--- src/rtl/dsync_pkg.sv ---
package dsync_pkg;
  typedef enum logic [2:0] {
    ST_IDLE,
    ST_LOW,
    ST_KICK,
    ST_LISTEN,
    ST_MEAS
  } dsync_state_e;
endpackage

--- src/rtl/dsync_phase_timer.sv ---
module dsync_phase_timer #(
  parameter int W = 4
) (
  input  logic         clk,
  input  logic         rst,
  input  logic         clr,
  output logic [W-1:0] cnt_o
);
  always_ff @(posedge clk) begin
    if (rst || clr) cnt_o <= '0;
    else            cnt_o <= cnt_o + 1'b1;
  end
endmodule

--- src/rtl/dsync_edge_meter.sv ---
module dsync_edge_meter #(
  parameter int PULSE_MAX = 10,
  parameter int CW        = 4
) (
  input  logic          clk,
  input  logic          rst,
  input  logic          pin_i,
  input  logic          arm,
  input  logic          measuring,
  output logic          fall_o,
  output logic          low_o,
  output logic          full_o,
  output logic [CW-1:0] cnt_o
);
  logic pin_d;

  always_ff @(posedge clk) begin
    if (rst) pin_d <= 1'b1;
    else     pin_d <= pin_i;
  end

  assign fall_o = pin_d & ~pin_i;
  assign low_o  = ~pin_i;
  assign full_o = (cnt_o == CW'(PULSE_MAX));

  always_ff @(posedge clk) begin
    if (rst)                                cnt_o <= '0;
    else if (arm && fall_o)                 cnt_o <= CW'(1);
    else if (measuring && low_o && !full_o) cnt_o <= cnt_o + 1'b1;
  end
endmodule

--- src/rtl/dsync_host.sv ---
module dsync_host #(
  parameter int LOW_CYCLES    = 8192,
  parameter int KICK_CYCLES   = 1,
  parameter int LISTEN_CYCLES = 4096,
  parameter int PULSE_MAX     = 1024
) (
  input  logic                           clk,
  input  logic                           rst,
  input  logic                           start_i,
  input  logic                           pin_i,
  output logic                           drv_low_o,
  output logic                           drv_high_o,
  output logic [$clog2(PULSE_MAX+1)-1:0] width_o,
  output logic                           done_o,
  output logic                           timeout_o
);
  import dsync_pkg::*;

  localparam int CW     = $clog2(PULSE_MAX + 1);
  localparam int MAX_A  = (LOW_CYCLES > KICK_CYCLES) ? LOW_CYCLES : KICK_CYCLES;
  localparam int MAX_PH = (MAX_A > LISTEN_CYCLES) ? MAX_A : LISTEN_CYCLES;
  localparam int TW     = $clog2(MAX_PH + 1);

  dsync_state_e st, st_nx;
  logic [TW-1:0] tcnt, tlim;
  logic          t_last, t_clr;
  logic          fall, low, full;
  logic [CW-1:0] mcnt;

  dsync_phase_timer #(.W(TW)) u_timer (
    .clk   (clk),
    .rst   (rst),
    .clr   (t_clr),
    .cnt_o (tcnt)
  );

  dsync_edge_meter #(.PULSE_MAX(PULSE_MAX), .CW(CW)) u_meter (
    .clk       (clk),
    .rst       (rst),
    .pin_i     (pin_i),
    .arm       (st == ST_LISTEN),
    .measuring (st == ST_MEAS),
    .fall_o    (fall),
    .low_o     (low),
    .full_o    (full),
    .cnt_o     (mcnt)
  );

  always_comb begin
    case (st)
      ST_LOW:    tlim = TW'(LOW_CYCLES - 1);
      ST_KICK:   tlim = TW'(KICK_CYCLES - 1);
      ST_LISTEN: tlim = TW'(LISTEN_CYCLES - 1);
      default:   tlim = '0;
    endcase
  end
  assign t_last = (tcnt == tlim);

  always_comb begin
    st_nx = st;
    case (st)
      ST_IDLE:   if (start_i) st_nx = ST_LOW;
      ST_LOW:    if (t_last)  st_nx = ST_KICK;
      ST_KICK:   if (t_last)  st_nx = ST_LISTEN;
      ST_LISTEN: if (fall)    st_nx = ST_MEAS;
                 else if (t_last) st_nx = ST_IDLE;
      ST_MEAS:   if (!low || full) st_nx = ST_IDLE;
      default:   st_nx = ST_IDLE;
    endcase
  end
  assign t_clr = (st_nx != st) || (st == ST_IDLE);

  always_ff @(posedge clk) begin
    if (rst) begin
      st         <= ST_IDLE;
      drv_low_o  <= 1'b0;
      drv_high_o <= 1'b0;
      done_o     <= 1'b0;
      timeout_o  <= 1'b0;
      width_o    <= '0;
    end else begin
      st         <= st_nx;
      drv_low_o  <= (st_nx == ST_LOW);
      drv_high_o <= (st_nx == ST_KICK);
      done_o     <= 1'b0;
      timeout_o  <= 1'b0;
      if (st == ST_LISTEN && !fall && t_last) timeout_o <= 1'b1;
      if (st == ST_MEAS) begin
        if (!low) begin
          done_o  <= 1'b1;
          width_o <= mcnt;
        end else if (full) begin
          timeout_o <= 1'b1;
        end
      end
    end
  end
endmodule

--- config.mk ---
export PLATFORM = sky130hd
export DESIGN_NAME = dsync_host
export DESIGN_NICKNAME = d
export VERILOG_FILES = /design/src/rtl/dsync_pkg.sv /design/src/rtl/dsync_phase_timer.sv /design/src/rtl/dsync_edge_meter.sv /design/src/rtl/dsync_host.sv
export SDC_FILE = /design/constraint.sdc
export NUM_CORES = 1
export LEC_CHECK = 0
export ABC_AREA = 1
export BUFFER_PORTS_ARGS = -buffer_cell sky130_fd_sc_hd__buf_2
export CORE_ASPECT_RATIO = 0.7
export CORE_MARGIN = 1
export CORE_UTILIZATION = 55
export CTS_CLUSTER_DIAMETER = 30
export DETAILED_ROUTE_END_ITERATION = 10
export GPL_ROUTABILITY_DRIVEN = 0
export PLACE_DENSITY = 0.8
export REMOVE_ABC_BUFFERS = 1
export SKIP_CTS_REPAIR_TIMING = 1
export SLEW_MARGIN = 0
export SYNTH_ARGS = -nofsm -noshare
export SYNTH_HDL_FRONTEND = slang
export SYNTH_HIERARCHICAL = 1
export SYNTH_SLANG_ARGS = --single-unit
--- constraint.sdc ---
create_clock -name clk -period 2.3 [get_ports clk]
set_input_delay 0.345 -clock clk [delete_from_list [all_inputs] [get_ports clk]]
set_output_delay 0.345 -clock clk [all_outputs]
set_load 0.02 [all_outputs]
==> impl_metrics.ini <==
[critical_path]
rr_worst_depth = 13
rr_startpoint = u_meter/cnt_o[1]
crit_family = simple AND/OR/NAND/NOR gates
path_cells = inv_1 > ha_1 > nand3_2 > nor2_4 > nor2_1 > nand3_1 > o31ai_1 > a21boi_1 > nand2_1 > nor2_4 > inv_1 > nor2_1 > o21a_1
crit_type = flip-flop to flip-flop
crit_path_max_incr_delay_ns = 0.44
start_kind = flip-flop
arrival_ns = 2.30
reg2reg_slack_ns = 0.25
critPathCaptureType = flip-flop
crit_path_top_delay_cell = dfxtp_1
worst_ep_required_time_ns = 2.55
worstSetupStartpoint = u_meter/cnt_o[1]
r2r-end = u_timer/cnt_o[4]
crit_buf_inv = 2
crit_fanout = 6

[grt]
grt_max_degree = 19
antenna_found_initial = 0
overflow = 0
first_global_vias = 1948
grt_pass1_wl_microns = 8760
grt_usage = 0.250

[clock_tree]
clkSlewWorstSetupHoldPaths_ns = 0.08
cts.sinks = 44
cts_buffer_depth = 2
htreeDepth = 2
clk_root_buffer_cell = clkbuf_8
cts_buffers = 5
clock_latency_ns = 0.30
cts_tree = built

[detailed_routing]
viasPerCell = 5.25
wl_met3_microns = 381
wl_met1_microns = 2740
drc = 0
drtIter0Drc = 156
wire_per_inst_microns = 11.9
drt-pass1-iter-count = 6
wl_met2_microns = 2050
postRouteAntennaNets = 0
routed_wl_microns = 5240
top_layer_used = met4
num_vias = 2306

[final_layout]
fin_area_sq_um = 2700
layout_commonest_cell = nand2_1
final_cell_mix = 94 x nand2_1, 49 x nor2_1, 44 x dfxtp_1
stdcell_count = 439
diodes = 0
nets = 393
area_growth_pct = 12.0
drive_above_1_share = 0.194

[timing]
max_slew.worst_pin.slew_ns = 0.371
postLayoutSetupSlackWorst_ns = 0.247
setup_viol = 0
slew_headroom = 0.752
period_share = 0.893
rsz0062_at_grt = false
timing.setup.tns_ns = 0
clock.fmax_mhz = 487
period_minus_slack_ns = 2.05
hold_viol_final = 0
finalClockSkew_ns = 0.00564
slew_viol_final = 0

[die]
initial_utilization = 0.593
fp.dieArea_sq_um = 4660
die_w_microns = 81.2
rows = 19
io_pins = 19
die_h_microns = 57.4
core_area_sq_um = 4070

[pwr]
internal-power_mw = 1.25
seq_power_share = 0.428
switchingPower_uw = 702
p_leak_nw = 1.12
p_clk_frac = 0.263
sw_frac_of_total = 0.360
p_comb_frac = 0.308
ir_worst_vdd_uv = 730
power_density_nw_per_um2 = 722

[synthesis]
ys_seq_area_frac = 0.365
synth_compound_area_frac = 0.0794
synth_top_family_by_area = simple AND/OR/NAND/NOR gates
synth_cell_types = 28
synth.cell_area_sq_um = 2410
synth-simple-area-share = 0.439
muxShareOfSynthArea = 0
ys_ff_latch = 44
syn_inst = 356
synth_xor_area_frac = 0.0145
synthAdderAreaFrac = 0.0156
ys_warn_count = 6
avgSynthCellArea_sq_um = 6.78

[worst_hold_path]
hold_path_class = input pin to flip-flop
min-delay-start = pin_i
worstHoldPathCells = 3
hold_end = u_meter/pin_d

[place]
place_ws_ns = 0.211
placed_cell_area_sq_um = 2590
dpl.hpwl_microns = 3820
place_inst = 429
io_buffers = 18

[job]
drv_cap = 0

[status]
status = completed
## kinds of logic (layout without fill, tap and decap cells)
| kind of cell | after synthesis | after routing |
|---|---|---|
| AND/OR/NAND/NOR | 221 | 221 |
| XOR/XNOR | 4 | 4 |
| buffers and inverters | 50 | 81 |
| flip-flops | 44 | 44 |
| AO/OA/AOI/OAI | 34 | 34 |
| adder cells (fa/ha/maj) | 3 | 3 |
## layer usage
metal / GRT usage / vias up
met5: 0 / -
met4: 0.0944 / 0
met3: 0.0528 / 7
met2: 0.339 / 75
met1: 0.382 / 1044
li1: - / 1180
## worst reg2reg max path: cells and delay by family, from the launching register on
family / cells / cell delay, ns
buffers and inverters: 2 / 0.21
flip-flops: 1 / 0.44
AO/OA/AOI/OAI: 3 / 0.38
adder cells (fa/ha/maj): 1 / 0.19
AND/OR/NAND/NOR: 7 / 0.79
## synthesized netlist by cell type (all sizes together)
master / number / area [sq um]
nand2: 103 / 409
clkbuf: 2 / 7.51
o21ai: 4 / 20.0
inv: 44 / 165
a21boi: 1 / 7.51
a21oi: 26 / 130
nor3: 4 / 25.0
nand4: 6 / 37.5
nand3b: 1 / 11.3
dfxtp: 44 / 881
xor2: 2 / 17.5
o31ai: 1 / 7.51
nand3: 39 / 225
buf: 4 / 35.0
o21bai: 1 / 18.8
ha: 3 / 37.5
nor2: 68 / 352
o21a: 1 / 7.51
xnor2: 2 / 17.5
## stage by stage
step           utilization  total power, mW  hold slack [ns]
3_5_place_dp         0.638             1.43            0.450
4_1_cts              0.661             1.95            0.283
3_3_place_gp         0.638             1.42            0.445
5_1_grt              0.665             2.08            0.306
2_1_floorplan            -             1.32            0.414
6_report             0.665             1.95            0.293
## state kept, by name (all words and copies together), names as in the netlist, 3 cells and up
name / flops
st: 3
u_timer/cnt_o: 14
width_o: 11
u_meter/cnt_o: 11
## worst max-delay path by stage
stage                     cells after the start               end
final                                        13  u_timer/cnt_o[4]
after detailed placement                     13  u_timer/cnt_o[4]
after global placement                       13  u_timer/cnt_o[4]
after floorplan                              13  u_timer/cnt_o[4]
after CTS                                    13  u_timer/cnt_o[4]
after global routing                         13  u_timer/cnt_o[4]
## area by class of cell
type / count / area [sq um]
Clock buffer: 7 / 86.3
Tap cell: 52 / 65.1
Inverter: 44 / 165
Clock inverter: 1 / 7.51
Fill cell: 361 / 1360
Sequential cell: 44 / 881
Timing Repair Buffer: 29 / 173
Multi-Input combinational cell: 262 / 1320
## power by group through the flow
stage	clock network [mW]	logic (mW)	registers, mW
after CTS	0.530	0.582	0.835
after global placement	0	0.566	0.852
final	0.514	0.602	0.836
after global routing	0.565	0.678	0.842
after detailed placement	0	0.579	0.853
after floorplan	0	0.460	0.861
Power figures use the tool's default switching activity.
